--- src/rtl/irq_pin_pkg.sv ---
package irq_pin_pkg;
  localparam int unsigned CTRL_W   = 8;
  localparam int unsigned EDGE_BIT = 7;
  localparam int unsigned EN_BIT   = 6;
  localparam logic [CTRL_W-1:0] CTRL_RESET = 8'h40;
endpackage

--- src/rtl/irq_pin_sync.sv ---
module irq_pin_sync #(
  parameter int unsigned STAGES = 2
) (
  input  logic clk,
  input  logic rst_n,
  input  logic pin_async,
  output logic pin_sync
);
  logic [STAGES-1:0] stage_q;

  generate
    for (genvar i = 0; i < STAGES; i++) begin : g_stage
      if (i == 0) begin : g_first
        always_ff @(posedge clk or negedge rst_n) begin
          if (!rst_n) stage_q[i] <= 1'b1;
          else        stage_q[i] <= pin_async;
        end
      end else begin : g_next
        always_ff @(posedge clk or negedge rst_n) begin
          if (!rst_n) stage_q[i] <= 1'b1;
          else        stage_q[i] <= stage_q[i-1];
        end
      end
    end
  endgenerate

  assign pin_sync = stage_q[STAGES-1];
endmodule

--- src/rtl/irq_ctrl_reg.sv ---
module irq_ctrl_reg
  import irq_pin_pkg::*;
(
  input  logic clk,
  input  logic rst_n,
  input  logic special_mode,
  input  logic wr_ctrl,
  input  logic wr_edge,
  input  logic wr_en,
  output logic edge_sel,
  output logic enable,
  output logic locked
);
  always_ff @(posedge clk or negedge rst_n) begin
    if (!rst_n) begin
      edge_sel <= CTRL_RESET[EDGE_BIT];
      enable   <= CTRL_RESET[EN_BIT];
      locked   <= 1'b0;
    end else if (wr_ctrl) begin
      enable <= wr_en;
      if (special_mode || !locked) edge_sel <= wr_edge;
      if (!special_mode) locked <= 1'b1;
    end
  end
endmodule

--- src/rtl/irq_sense.sv ---
module irq_sense (
  input  logic clk,
  input  logic rst_n,
  input  logic pin_s,
  input  logic edge_sel,
  input  logic enable,
  input  logic ack,
  output logic pending,
  output logic irq_req
);
  logic pin_prev;
  logic fall;

  assign fall = pin_prev & ~pin_s;

  always_ff @(posedge clk or negedge rst_n) begin
    if (!rst_n) begin
      pin_prev <= 1'b1;
      pending  <= 1'b0;
    end else begin
      pin_prev <= pin_s;
      if (edge_sel && fall) pending <= 1'b1;
      else if (ack)         pending <= 1'b0;
    end
  end

  assign irq_req = enable & (edge_sel ? pending : ~pin_s);
endmodule

--- src/rtl/ext_irq_ctrl.sv ---
module ext_irq_ctrl
  import irq_pin_pkg::*;
#(
  parameter int unsigned ADDR_W      = 4,
  parameter int unsigned CTRL_ADDR   = 14,
  parameter int unsigned SYNC_STAGES = 2
) (
  input  logic              clk,
  input  logic              rst_n,
  input  logic              special_mode,
  input  logic              pin_n,
  input  logic [ADDR_W-1:0] reg_addr,
  input  logic              reg_wr,
  input  logic [CTRL_W-1:0] reg_wdata,
  output logic [CTRL_W-1:0] reg_rdata,
  input  logic              irq_ack,
  output logic              irq_req
);
  localparam logic [ADDR_W-1:0] A_CTRL = ADDR_W'(CTRL_ADDR);
  localparam logic [ADDR_W-1:0] A_RSVD = ADDR_W'(CTRL_ADDR + 1);

  logic pin_s;
  logic edge_sel;
  logic enable;
  logic wr_locked;
  logic pending;
  logic hit_ctrl;
  logic unused_wbits;

  assign hit_ctrl     = (reg_addr == A_CTRL);
  assign unused_wbits = ^reg_wdata[EN_BIT-1:0];

  irq_pin_sync #(.STAGES(SYNC_STAGES)) u_sync (
    .clk       (clk),
    .rst_n     (rst_n),
    .pin_async (pin_n),
    .pin_sync  (pin_s)
  );

  irq_ctrl_reg u_ctrl (
    .clk          (clk),
    .rst_n        (rst_n),
    .special_mode (special_mode),
    .wr_ctrl      (reg_wr && hit_ctrl),
    .wr_edge      (reg_wdata[EDGE_BIT]),
    .wr_en        (reg_wdata[EN_BIT]),
    .edge_sel     (edge_sel),
    .enable       (enable),
    .locked       (wr_locked)
  );

  irq_sense u_sense (
    .clk      (clk),
    .rst_n    (rst_n),
    .pin_s    (pin_s),
    .edge_sel (edge_sel),
    .enable   (enable),
    .ack      (irq_ack),
    .pending  (pending),
    .irq_req  (irq_req)
  );

  always_comb begin
    reg_rdata = '0;
    if (hit_ctrl) begin
      reg_rdata[EDGE_BIT] = edge_sel;
      reg_rdata[EN_BIT]   = enable;
    end else if (reg_addr == A_RSVD) begin
      reg_rdata = '0;
    end
  end
endmodule

--- config.mk ---
export PLATFORM = sky130hd
export DESIGN_NAME = ext_irq_ctrl
export DESIGN_NICKNAME = d
export VERILOG_FILES = /design/src/rtl/irq_pin_pkg.sv /design/src/rtl/irq_pin_sync.sv /design/src/rtl/irq_ctrl_reg.sv /design/src/rtl/irq_sense.sv /design/src/rtl/ext_irq_ctrl.sv
export SDC_FILE = /design/constraint.sdc
export NUM_CORES = 1
export LEC_CHECK = 0
export BUFFER_PORTS_ARGS = -buffer_cell sky130_fd_sc_hd__buf_2
export CAP_MARGIN = 20
export CORE_AREA = 2 2 39 41
export CTS_BUF_LIST = sky130_fd_sc_hd__clkbuf_8
export DETAILED_ROUTE_END_ITERATION = 16
export DIE_AREA = 0 0 41 43
export MAX_ROUTING_LAYER = met4
export RECOVER_POWER = 50
export REMOVE_ABC_BUFFERS = 1
export SLEW_MARGIN = 0
export SYNTH_ARGS = -nofsm -noshare
export SYNTH_HDL_FRONTEND = slang
export SYNTH_SLANG_ARGS = --single-unit
export TNS_END_PERCENT = 20
--- constraint.sdc ---
create_clock -name clk -period 1.4 [get_ports clk]
set_clock_uncertainty 0.15 [all_clocks]
set_input_delay 0.21 -clock clk [delete_from_list [all_inputs] [get_ports clk]]
set_output_delay 0.21 -clock clk [all_outputs]
set_load 0.03 [all_outputs]
==> flow_summary.json <==
{
  "whs_ns": 0.03250,
  "synthToLayoutAreaGrowth_pct": 46.99,
  "syn_area_um2": 332.8,
  "cp.buffers_inverters": 1,
  "synth_compound_area_frac": 0.05639,
  "layout_common_cells": "buf_2, conb_1, dfstp_2",
  "hold_viol_final": 0,
  "cts_root_buf": "clkbuf_8",
  "die_area_um2": 1763,
  "holdPathStages": 2,
  "clockBufferDepth": 2,
  "ys_top_cells_by_area": "dfstp_2, dfrtp_1, buf_4, mux2_4, and2_1",
  "max_stage_delay_ns": 0.53,
  "fin_crit_ns": 1.443,
  "required_ns": 1.04,
  "io_pins": 27,
  "min-delay-start": "special_mode",
  "route.detailed.drc": 0,
  "vias": 247,
  "synth-adder-area-share": 0,
  "tns_ns": -0.04316,
  "synthDistinctLibCells": 14,
  "end_kind": "output port",
  "fin_crit_sh": 1.031,
  "via_per_inst": 3.800,
  "antenna_found_initial": 0,
  "cp_cell_sequence": "o21ai_2, and2_4, buf_6",
  "nets": 68,
  "diodes": 0,
  "drt_iter0_markers": 1,
  "finalInstanceArea_um2": 489.2,
  "avgSynthCellArea_um2": 11.48,
  "synth.largest_area_cell": "dfstp_2",
  "synth_top_area_share": 0.3158,
  "fillers": 147,
  "reg2reg_to": "u_ctrl.edge_sel",
  "syn_inst": 29,
  "crit_type": "reg2out",
  "initial_utilization": 0.2405,
  "fmax_ghz": 0.6929,
  "slew_viol_final": 0,
  "synth_top_family_by_area": "simple AND/OR/NAND/NOR gates",
  "clkTransAtPathRegs_ns": 0.04,
  "worstSetupStartpointType": "flip-flop",
  "stdcell_count": 65,
  "grt_pass1_wl_um": 883,
  "wire_per_inst_um": 8.138,
  "ir_drop_mv": 0.8431,
  "rsz0062_at_grt": "true",
  "grt_overflow_total": 0,
  "io_buffers": 14,
  "cp_slowest_cell": "dfstp_2",
  "reg2reg_slack_ns": 0.31,
  "crit_family": "flip-flops",
  "hold_class": "in2reg",
  "synth-seq-cells": 7,
  "clock-sinks": 7,
  "place_congestion": 0.6592,
  "yosys_warnings": 0,
  "outcome": "finished with violations",
  "violations": "setup timing",
  "utilization": 0.3535,
  "p_leak_nw": 0.2474,
  "muxShareOfSynthArea": 0.09023,
  "cts_buffers": 3,
  "ant_nets": 0,
  "cp_max_fo": 2,
  "setup_slack_ns": -0.04316,
  "postPlaceCellArea_um2": 396.6,
  "coreArea_um2": 1384,
  "synth_xor_area_frac": 0,
  "cap_violations": 0,
  "synthSimpleGateAreaFrac": 0.1541,
  "worstPathArrival_ns": 1.08,
  "die_y_um": 43,
  "num_rows": 14,
  "htree_levels": 1,
  "dp.cells": 58,
  "p_per_area_nw_per_um2": 1331,
  "grt_max_degree": 8,
  "grt_util_all_layers": 0.08133,
  "drive_above_1_share": 0.5306,
  "hold_end": "u_ctrl.locked",
  "grt_pass1_vias": 239,
  "clock_latency_ns": 0.22,
  "rr_startpoint": "u_ctrl.locked",
  "setup_viol": 1,
  "reg2reg_depth": 3,
  "totalWireLength_um": 529,
  "cts_tree": "built",
  "final_common_cell": "buf_2",
  "yosysSeqAreaShare": 0.5414,
  "die_w_um": 41,
  "firstDrtPassIters": 2
}
==> synthesized netlist by cell type, drive strengths merged <==
cell    n
mux2    2
conb    1
o22ai   1
nand3   1
o21ai   1
and2    3
o21bai  1
nand2b  1
inv     1
and4b   1
buf     6
dfstp   4
nand2   3
dfrtp   3
==> per-layer routing <==
layer	wire, µm	up-vias	global-route usage
li1	-	123	-
met1	218	108	0.08725
met2	237	16	0.1063
met3	73	0	0.06283
met4	0	0	0.04000
met5	0	-	-
==> stage by stage <==
| stage | power, mW | setup slack [ns] |
|---|---|---|
| after global routing | 0.6955 | -0.09334 |
| final | 0.6512 | -0.04316 |
| after global placement | 0.3620 | 0.1111 |
| after CTS | 0.6526 | -0.03509 |
| after floorplan | 0.3305 | 0.2125 |
| after detailed placement | 0.3643 | 0.1197 |
==> what timing repair did <==
action                     in CTS  in global routing
resized for setup               4                  4
buffers inserted                1                  0
setup endpoints to repair       2                  2
hold endpoints to repair        8                  0
hold buffers                    2                  0
pin swaps                       2                  2
==> where the power goes <==
group	total (mW)	switching (mW)	internal [mW]
sequential	0.263	0.0222	0.240
combinational	0.123	0.0598	0.0632
clock	0.266	0.0770	0.189
total	0.651	0.159	0.492
==> area by class of cell <==
| cell class | count | area, µm² | area share |
|---|---|---|---|
| clock buffer | 3 | 41.29 | 0.08440 |
| clock inverter | 1 | 3.754 | 0.007673 |
| inverter | 1 | 3.754 | 0.007673 |
| multi-input combinational | 20 | 131.4 | 0.2685 |
| sequential | 7 | 180.2 | 0.3683 |
| tap | 16 | 20.02 | 0.04092 |
| timing repair buffer | 17 | 108.9 | 0.2225 |
==> cells by family (layout without fill, tap and decap cells) <==
group | count (synthesis) | after routing
and+or+nand+nor | 9 | 9
DFF | 7 | 7
buffers and inverters | 7 | 22
AOI/OAI and AO/OA | 3 | 3
muxes | 2 | 2
other | 1 | 6
==> worst reg2reg max path, delay by kind of cell, from the launching register on <==
kind	cells	cell delay, ns
flops	1	0.37
mux	1	0.30
simple gates	2	0.16
==> state kept, by name, summed over array words and instances, names as in the netlist <==
signal,cells
u_ctrl.enable,1
u_sense.pin_prev,1
u_ctrl.edge_sel,1
u_ctrl.locked,1
u_sync.pin_sync,1
u_sync.stage_q,1
u_sense.pending,1
==> worst max path at each step <==
stage	from	to	slack (ns)	cells after the start
finish	u_sync.pin_sync	irq_req	-0.04	3
global route	u_sync.pin_sync	irq_req	-0.09	3
CTS	u_sync.pin_sync	irq_req	-0.04	3
detailed placement	reg_addr[0]	u_ctrl.edge_sel	0.12	4
global placement	reg_addr[0]	reg_rdata[6]	0.11	4
floorplan	u_sync.pin_sync	irq_req	0.21	2
Note: power is estimated with default switching activity, not from simulation.
